--- config.mk ---
export PLATFORM = sky130hd
export DESIGN_NAME = evt_status_reg
export DESIGN_NICKNAME = d
export VERILOG_FILES = /design/src/rtl/esr_pkg.sv /design/src/rtl/esr_edge_detect.sv /design/src/rtl/esr_status_latch.sv /design/src/rtl/esr_irq_gen.sv /design/src/rtl/evt_status_reg.sv
export SDC_FILE = /design/constraint.sdc
export NUM_CORES = 1
export LEC_CHECK = 0
export BUFFER_PORTS_ARGS = -buffer_cell sky130_fd_sc_hd__buf_2
export CORE_MARGIN = 2
export CORE_UTILIZATION = 38
export CTS_CLUSTER_DIAMETER = 60
export DETAILED_ROUTE_END_ITERATION = 8
export PLACE_DENSITY = 0.8
export SKIP_CTS_REPAIR_TIMING = 1
export SYNTH_ARGS = -nofsm -noshare
export SYNTH_HDL_FRONTEND = slang
export SYNTH_SLANG_ARGS = --single-unit
--- constraint.sdc ---
create_clock -name clk -period 1.2 [get_ports clk]
set_input_delay 0.18 -clock clk [delete_from_list [all_inputs] [get_ports clk]]
set_output_delay 0.18 -clock clk [all_outputs]
set_load 0.03 [all_outputs]
--- src/rtl/esr_pkg.sv ---
// Package: shared width and vector type for the event status register.
// Assumes one status word per instance; wider words are built from
// several instances.
package esr_pkg;
    localparam int unsigned STS_W = 8;
    typedef logic [STS_W-1:0] sts_vec_t;
endpackage

--- src/rtl/esr_edge_detect.sv ---
// Rising-edge detector, one per event line.
// Assumes lvl_i is already synchronous to clk. The history resets to 0,
// so a line that is high when reset ends counts as a new occurrence.
module esr_edge_detect #(
    parameter int unsigned W = 8
) (
    input  logic         clk,
    input  logic         rst_n,
    input  logic [W-1:0] lvl_i,
    output logic [W-1:0] rise_o
);
    logic [W-1:0] hist_q;

    for (genvar b = 0; b < W; b++) begin : g_bit
        // keep last cycle's level of line b
        always_ff @(posedge clk) begin
            if (!rst_n) hist_q[b] <= 1'b0;
            else        hist_q[b] <= lvl_i[b];
        end
        // flag a 0->1 transition of line b
        assign rise_o[b] = lvl_i[b] & ~hist_q[b];
    end

    // a reported rise needs the line to have been low the cycle before
    rise_needs_low_chk: assert property (@(posedge clk) disable iff (!rst_n)
        ((rise_o & $past(lvl_i)) == '0) || !$past(rst_n));
endmodule

--- src/rtl/esr_status_latch.sv ---
// Sticky status bits with write-1-to-clear.
// Assumes rise_i is a one-cycle pulse per event occurrence. Positions
// whose LATCH_MASK bit is 0 are held at 0 here; the top fills them
// with live values.
module esr_status_latch #(
    parameter int unsigned      W          = 8,
    parameter logic [W-1:0]     LATCH_MASK = '1
) (
    input  logic         clk,
    input  logic         rst_n,
    input  logic [W-1:0] rise_i,
    input  logic         clr_en_i,
    input  logic [W-1:0] clr_data_i,
    output logic [W-1:0] sticky_o
);
    logic [W-1:0] sticky_q;
    logic [W-1:0] clr_vec;

    // bits the host asks to clear this cycle
    assign clr_vec = clr_en_i ? clr_data_i : '0;

    // set on a new edge, clear on write-1; a new edge wins over a clear
    always_ff @(posedge clk) begin
        if (!rst_n) sticky_q <= '0;
        else        sticky_q <= ((sticky_q & ~clr_vec) | rise_i) & LATCH_MASK;
    end

    assign sticky_o = sticky_q;

    // every sticky position that saw an edge is set one cycle later
    set_on_edge_chk: assert property (@(posedge clk) disable iff (!rst_n)
        1'b1 |=> ((sticky_q & $past(rise_i & LATCH_MASK)) == $past(rise_i & LATCH_MASK)));

    // bits not written with 1 keep a 1
    keep_unwritten_chk: assert property (@(posedge clk) disable iff (!rst_n)
        1'b1 |=> ((sticky_q & $past(sticky_q & ~clr_vec)) == $past(sticky_q & ~clr_vec)));

    // bits written with 1 and without a new edge end up 0
    clear_written_chk: assert property (@(posedge clk) disable iff (!rst_n)
        clr_en_i |=> ((sticky_q & $past(clr_data_i & ~rise_i)) == '0));

    // no bit goes from 0 to 1 without an edge
    no_spurious_set_chk: assert property (@(posedge clk) disable iff (!rst_n)
        1'b1 |=> ((sticky_q & ~$past(sticky_q) & ~$past(rise_i)) == '0));
endmodule

--- src/rtl/esr_irq_gen.sv ---
// Enable register and active-low interrupt.
// Assumes sticky_i is already zero at live positions; LATCH_MASK is
// applied again to the enable bits so live positions can never enable.
module esr_irq_gen #(
    parameter int unsigned      W          = 8,
    parameter logic [W-1:0]     LATCH_MASK = '1
) (
    input  logic         clk,
    input  logic         rst_n,
    input  logic         en_wr_i,
    input  logic [W-1:0] wr_data_i,
    input  logic [W-1:0] sticky_i,
    output logic [W-1:0] enable_o,
    output logic         irq_n_o
);
    logic [W-1:0] en_q;
    logic [W-1:0] pending;

    // load the enable register from the host
    always_ff @(posedge clk) begin
        if (!rst_n)       en_q <= '0;
        else if (en_wr_i) en_q <= wr_data_i & LATCH_MASK;
    end

    // enabled events that are still set
    assign pending  = sticky_i & en_q;
    assign enable_o = en_q;
    assign irq_n_o  = ~(|pending);

    // a host write shows up on enable_o at the next edge
    en_load_chk: assert property (@(posedge clk) disable iff (!rst_n)
        en_wr_i |=> (en_q == $past(wr_data_i & LATCH_MASK)));

    // live positions never hold an enable bit
    en_live_zero_chk: assert property (@(posedge clk) disable iff (!rst_n)
        (en_q & ~LATCH_MASK) == '0);
endmodule

--- src/rtl/evt_status_reg.sv ---
// Top: event status word with per-bit sticky or live behaviour and a
// maskable active-low interrupt.
// Assumes evt_i is synchronous to clk. Status reads have no side effect;
// sticky bits are cleared only by write-1.
module evt_status_reg
    import esr_pkg::*;
#(
    parameter logic [STS_W-1:0] LATCH_MASK = 8'h3F
) (
    input  logic             clk,
    input  logic             rst_n,
    input  logic [STS_W-1:0] evt_i,
    input  logic             sts_wr_i,
    input  logic             en_wr_i,
    input  logic [STS_W-1:0] wr_data_i,
    output logic [STS_W-1:0] status_o,
    output logic [STS_W-1:0] enable_o,
    output logic             irq_n_o
);
    sts_vec_t rise;
    sts_vec_t sticky;

    esr_edge_detect #(.W(STS_W)) u_edge (
        .clk    (clk),
        .rst_n  (rst_n),
        .lvl_i  (evt_i),
        .rise_o (rise)
    );

    esr_status_latch #(.W(STS_W), .LATCH_MASK(LATCH_MASK)) u_latch (
        .clk        (clk),
        .rst_n      (rst_n),
        .rise_i     (rise),
        .clr_en_i   (sts_wr_i),
        .clr_data_i (wr_data_i),
        .sticky_o   (sticky)
    );

    esr_irq_gen #(.W(STS_W), .LATCH_MASK(LATCH_MASK)) u_irq (
        .clk       (clk),
        .rst_n     (rst_n),
        .en_wr_i   (en_wr_i),
        .wr_data_i (wr_data_i),
        .sticky_i  (sticky),
        .enable_o  (enable_o),
        .irq_n_o   (irq_n_o)
    );

    // merge sticky flops with live event levels
    assign status_o = sticky | (evt_i & ~LATCH_MASK);

    // the cycle after reset ends, the interrupt is inactive
    irq_idle_after_reset_chk: assert property (@(posedge clk)
        $rose(rst_n) |-> irq_n_o);

    // a low interrupt always has an enabled sticky bit behind it
    irq_has_cause_chk: assert property (@(posedge clk) disable iff (!rst_n)
        !irq_n_o |-> ((status_o & enable_o & LATCH_MASK) != '0));
endmodule

==> results of run 1 <==
## flip-flops by register name (all words and copies together) (netlist names)
signal	cells
u_edge.hist_q	6
u_irq.enable_o	6
u_latch.sticky_o	6
## critical path, stage by stage, from the launching register on
cell	delay, ns
dfxtp_1	0.33
a22oi_1	0.19
and3_1	0.19
buf_6	0.13
## how the worst min path moves through the flow
stage | cells past startpoint | end | slack (ns)
finish | 2 | u_edge.hist_q[0] | 0.10
global route | 2 | u_edge.hist_q[1] | 0.09
CTS | 2 | u_edge.hist_q[0] | 0.09
detailed placement | 0 | status_o[7] | 0.36
global placement | 0 | status_o[7] | 0.36
floorplan | 1 | u_edge.hist_q[0] | 0.30
## layer usage
metal / share of wire [%] / track usage, % / vias up / wire length (um)
met1: 41 / 14.58 / 246 / 516
met2: 52 / 21.10 / 20 / 655
met5: 0 / 0 / - / 0
met4: 0.32 / 7.222 / 0 / 4
li1: - / - / 269 / -
met3: 7.2 / 3.462 / 2 / 91
## cells in the mapped netlist (all sizes together)
cell type  instances
a22oi              3
dfxtp             18
mux2i              6
and2               6
buf                6
nor2b             12
conb               1
a21boi             6
o21a               6
and3               1
## cells by family (layout without fill, tap and decap cells)
| group | Yosys count | in the layout |
|---|---|---|
| AND/OR/NAND/NOR | 19 | 19 |
| flip-flops | 18 | 18 |
| AO/OA/AOI/OAI | 15 | 15 |
| other | 1 | 2 |
| buffers and inverters | 6 | 33 |
| multiplexers | 6 | 6 |
## where the power goes
group / leakage [nW] / switching [mW] / internal, mW
combinational: 0.244 / 0.126 / 0.0904
clock: 0.0210 / 0.169 / 0.184
sequential: 0.150 / 0.0220 / 0.636
total: 0.415 / 0.317 / 0.911
## cell type report
type                       instances  area (sq um)
fill                             183         857.1
sequential                        18         362.8
multi-input combinational         42         304.0
timing repair buffer              29         153.9
clock buffer                       4         36.28
tap                               25         31.28
==> flow_metrics.env, run 1 <==
export IMPL_fin_ws_ns=-0.09701
export IMPL_synth_xor_area_share_pct=0
export IMPL_worstPathRequired_ns=1.02
export IMPL_clockRootBuffer="clkbuf_4"
export IMPL_synth_top_family_by_area="simple AND/OR/NAND/NOR gates"
export IMPL_syn2layout_area_growth_pct=25.44
export IMPL_die_w_um=47.17
export IMPL_grt_pass1_vias=475
export IMPL_power_density_nw_per_um2=1382
export IMPL_grt_setup_unrepaired="true"
export IMPL_post_route_drc_count=0
export IMPL_dp_cells=113
export IMPL_io_pins=37
export IMPL_wirelength_um=1267
export IMPL_seq_area_frac_synth_pct=50.88
export IMPL_core_area_sq_um=1745
export IMPL_die_area_sq_um=2225
export IMPL_fin_util_pct=50.90
export IMPL_vias=537
export IMPL_r2r_slack_ns=0.46
export IMPL_cts_buffers=3
export IMPL_timing_setup_tns_ns=-0.09701
export IMPL_port_buffer_count=28
export IMPL_r2r_start="u_latch.sticky_o[4]"
export IMPL_clock_latency_ns=0.28
export IMPL_hp_class="in -> reg"
export IMPL_die_y_um=47.17
export IMPL_fin_crit_sh_pct=108.1
export IMPL_yosysTopAreaCell="dfxtp_1"
export IMPL_whs_ns=0.1013
export IMPL_clock_fmax_mhz=771.0
export IMPL_synth_seq_cells=18
export IMPL_synthAdderAreaFrac_pct=0
export IMPL_endpoint_kind="primary output"
export IMPL_period_needed_ns=1.297
export IMPL_synth_compound_area_share_pct=15.90
export IMPL_clk_pin_slew_ns=0.10
export IMPL_route_antenna_remaining_nets=0
export IMPL_crit_end="irq_n_o"
export IMPL_wl_per_cell_um=10.74
export IMPL_arrival_ns=1.12
export IMPL_drive_above_1_share_pct=38.71
export IMPL_maxCapViolations=0
export IMPL_holdCritStartpoint="evt_i[0]"
export IMPL_place_area_sq_um=830.8
export IMPL_final_common_cell="buf_2"
export IMPL_grt_pass1_wl_um=1932
export IMPL_netlist_area_leader_share_pct=50.88
export IMPL_gr_total_overflow=0
export IMPL_violations="negative setup slack"
export IMPL_layout_common_cells="27 x buf_2, 16 x dfxtp_1, 12 x nor2b_1"
export IMPL_instances_no_fill=118
export IMPL_crit_start="u_latch.sticky_o[2]"
export IMPL_slew_violations=0
export IMPL_globalplace_congestion=0.6655
export IMPL_reg2reg_depth=2
export IMPL_grt_max_degree=19
export IMPL_yosysUniqueCellTypes=11
export IMPL_irDropWorstVdd_mv=0.7606
export IMPL_nets=114
export IMPL_synth_top_cells_by_area="dfxtp_1 51%, nor2b_1 11%, mux2i_1 8.5%, a21boi_0 6.4%, o21a_1 6.4%"
export IMPL_drtIter0Drc=4
export IMPL_ys_warn_count=0
export IMPL_vias_per_cell=4.551
export IMPL_initial_utilization_pct=40.57
export IMPL_cts_buffer_depth=2
export IMPL_netlist_area_sq_um=708.2
export IMPL_fp_row_count=15
export IMPL_clock_skew_ns=0.002725
export IMPL_antennaDiodeCount=0
export IMPL_r2r_end="u_latch.sticky_o[4]"
export IMPL_syn_area_per_cell_sq_um=10.90
export IMPL_p_total_mw=1.228
export IMPL_finalInstanceArea_sq_um=888.4
export IMPL_p_leak_nw=0.4152
export IMPL_antenna_found_initial=0
export IMPL_setup_viol=1
export IMPL_cts_sinks=18
export IMPL_syn_instance_count=65
export IMPL_critPathKind="reg -> out"
export IMPL_critPathLaunchType="flip-flop"
export IMPL_synthMuxAreaShare_pct=8.481
export IMPL_cts_max_level=1
export IMPL_hold_violations=0
export IMPL_path_max_fanout=3
export IMPL_dr_pass1_iters=2
export IMPL_status="finished with violations"
export IMPL_place_ws_ns=0.1442
export IMPL_synth_simple_area_share_pct=16.78
export IMPL_cts_tree="yes"
export IMPL_grt_usage_pct=12.69
Note: power is estimated with default switching activity, not from simulation.
==> run 2: changes to the inputs <==
--- a/config.mk
+++ b/config.mk
@@ -5,12 +5,12 @@
 export SDC_FILE = /design/constraint.sdc
 export NUM_CORES = 1
 export LEC_CHECK = 0
-export BUFFER_PORTS_ARGS = -buffer_cell sky130_fd_sc_hd__buf_2
 export CORE_MARGIN = 2
 export CORE_UTILIZATION = 38
 export CTS_CLUSTER_DIAMETER = 60
 export DETAILED_ROUTE_END_ITERATION = 8
-export PLACE_DENSITY = 0.8
+export DONT_BUFFER_PORTS = 1
+export PLACE_DENSITY = 0.63
 export SKIP_CTS_REPAIR_TIMING = 1
 export SYNTH_ARGS = -nofsm -noshare
 export SYNTH_HDL_FRONTEND = slang
==> run 2 against run 1 <==
  * The flow still finishes with violations (negative setup slack)
  * Critical path depth unchanged
  * Via count down 7.4%
  * Utilization down 0.14 points
  * Clock skew down 0.0025 ns
  * Total power up 0.17%
  * Largest cell class unchanged
  * Largest power group unchanged
  * Highest routed layer unchanged
==> flow_metrics.env, run 2 (synthesis results as in run 1) <==
export IMPL_nets=102
export IMPL_antenna_found_initial=0
export IMPL_r2r_slack_ns=0.25
export IMPL_cts_sinks=18
export IMPL_die_y_um=47.17
export IMPL_wirelength_um=1394
export IMPL_cts_max_level=1
export IMPL_dr_max_layer_used="met4"
export IMPL_place_area_sq_um=788.3
export IMPL_finalInstanceArea_sq_um=885.9
export IMPL_wl_met1_um=545
export IMPL_grt_setup_unrepaired="true"
export IMPL_arrival_ns=1.12
export IMPL_gr_total_overflow=0
export IMPL_fin_crit_sh_pct=108.1
export IMPL_critical_path_top_delay_family="flip-flops"
export IMPL_antennaDiodeCount=0
export IMPL_irDropWorstVdd_mv=1.014
export IMPL_syn2layout_area_growth_pct=25.09
export IMPL_wl_per_cell_um=13.15
export IMPL_fillCellCount=184
export IMPL_path_max_fanout=2
export IMPL_status="finished with violations"
export IMPL_cts_buffer_depth=2
export IMPL_maxCapViolations=0
export IMPL_layout_common_cells="16 x dfxtp_1, 12 x nor2b_1, 12 x buf_4"
export IMPL_grt_pass1_vias=460
export IMPL_dp_cells=98
export IMPL_timing_setup_tns_ns=-0.09750
export IMPL_critPathKind="reg -> out"
export IMPL_grt_pass1_wl_um=1773
export IMPL_clock_skew_ns=0.0002543
export IMPL_cts_tree="yes"
export IMPL_slew_violations=0
export IMPL_final_common_cell="dfxtp_1"
export IMPL_whs_ns=0.008881
export IMPL_drive_above_1_share_pct=27.16
export IMPL_period_needed_ns=1.298
export IMPL_hold_violations=0
export IMPL_setup_viol=1
export IMPL_max_stage_delay_ns=0.34
export IMPL_globalplace_congestion=0.6438
export IMPL_die_w_um=47.17
export IMPL_dr_pass1_iters=2
export IMPL_grt_max_degree=19
export IMPL_crit_buf_inv=1
export IMPL_crit_chain="a22oi_2, and3_4, buf_6"
export IMPL_die_area_sq_um=2225
export IMPL_clk_pin_slew_ns=0.10
export IMPL_clock_latency_ns=0.28
export IMPL_vias_per_cell=4.689
export IMPL_fin_ws_ns=-0.09750
export IMPL_grt_usage_pct=12.04
export IMPL_core_area_sq_um=1745
export IMPL_wl_met3_um=105
export IMPL_power_density_nw_per_um2=1388
export IMPL_clock_fmax_mhz=770.7
export IMPL_endpoint_kind="primary output"
export IMPL_initial_utilization_pct=40.57
export IMPL_vias=497
export IMPL_instances_no_fill=106
export IMPL_hpwl_um=989.8
export IMPL_route_antenna_remaining_nets=0
export IMPL_post_route_drc_count=0
export IMPL_p_leak_nw=0.3732
export IMPL_port_buffer_count=0
export IMPL_cp_slowest_cell="dfxtp_2"
export IMPL_fp_row_count=15
export IMPL_critPathLaunchType="flip-flop"
export IMPL_worstPathRequired_ns=1.02
export IMPL_wl_met2_um=731
export IMPL_hp_class="in -> reg"
export IMPL_clockRootBuffer="clkbuf_4"
export IMPL_io_pins=37
export IMPL_violations="negative setup slack"
export IMPL_drtIter0Drc=7
export IMPL_cts_buffers=3
[run 2: cell types whose count changed in the layout (fill, tap and decap cells not counted)]
| cell | delta |
|---|---|
| a22oi_2 | +1 |
| a22oi_1 | -1 |
| and3_1 | -1 |
| buf_4 | +11 |
| dlygate4sd3_1 | +4 |
| and3_4 | +1 |
| buf_2 | -27 |
[run 2: area by class of cell]
cell class	count	area [sq um]	area share, %
clock buffer	4	36.28	4.096
tap	25	31.28	3.531
sequential	18	362.8	40.96
timing repair buffer	17	141.4	15.96
multi-input combinational	42	314.1	35.45
[run 2: worst paths after layout]
kind                                     startpoint                   to  cells past startpoint
worst max register to register  u_latch.sticky_o[0]  u_latch.sticky_o[0]                      3
worst min register to register     u_edge.hist_q[4]  u_latch.sticky_o[4]                      2
worst max-delay path              u_irq.enable_o[3]              irq_n_o                      3
worst min-delay path                       evt_i[1]     u_edge.hist_q[1]                      1
[run 2: worst reg2reg max path: stages, from the launching register on]
cell and delay (ns):
dfxtp_1 0.36, buf_4 0.17, a21boi_0 0.23, o21a_1 0.14
[run 2: per-layer routing]
metal / GRT usage (%) / up-vias
met5: 0 / -
met4: 8.333 / 0
met3: 2.308 / 2
met2: 18.36 / 22
met1: 15.26 / 229
li1: - / 244
[run 2: through the flow]
| step | utilization, % | setup WS (ns) | power [mW] |
|---|---|---|---|
| 3_5_place_dp | 45.16 | 0.1954 | 0.8586 |
| 2_1_floorplan | - | 0.08385 | 0.8287 |
| 6_report | 50.75 | -0.09750 | 1.230 |
| 5_1_grt | 50.75 | -0.1656 | 1.281 |
| 3_3_place_gp | 45.16 | 0.1976 | 0.8546 |
| 4_1_cts | 47.24 | -0.1443 | 1.227 |
[run 2: power by group]
group	switching (mW)	leakage (nW)	internal [mW]
logic	0.112	0.202	0.0997
clock network	0.178	0.0210	0.185
registers	0.0197	0.150	0.636
total	0.310	0.373	0.920
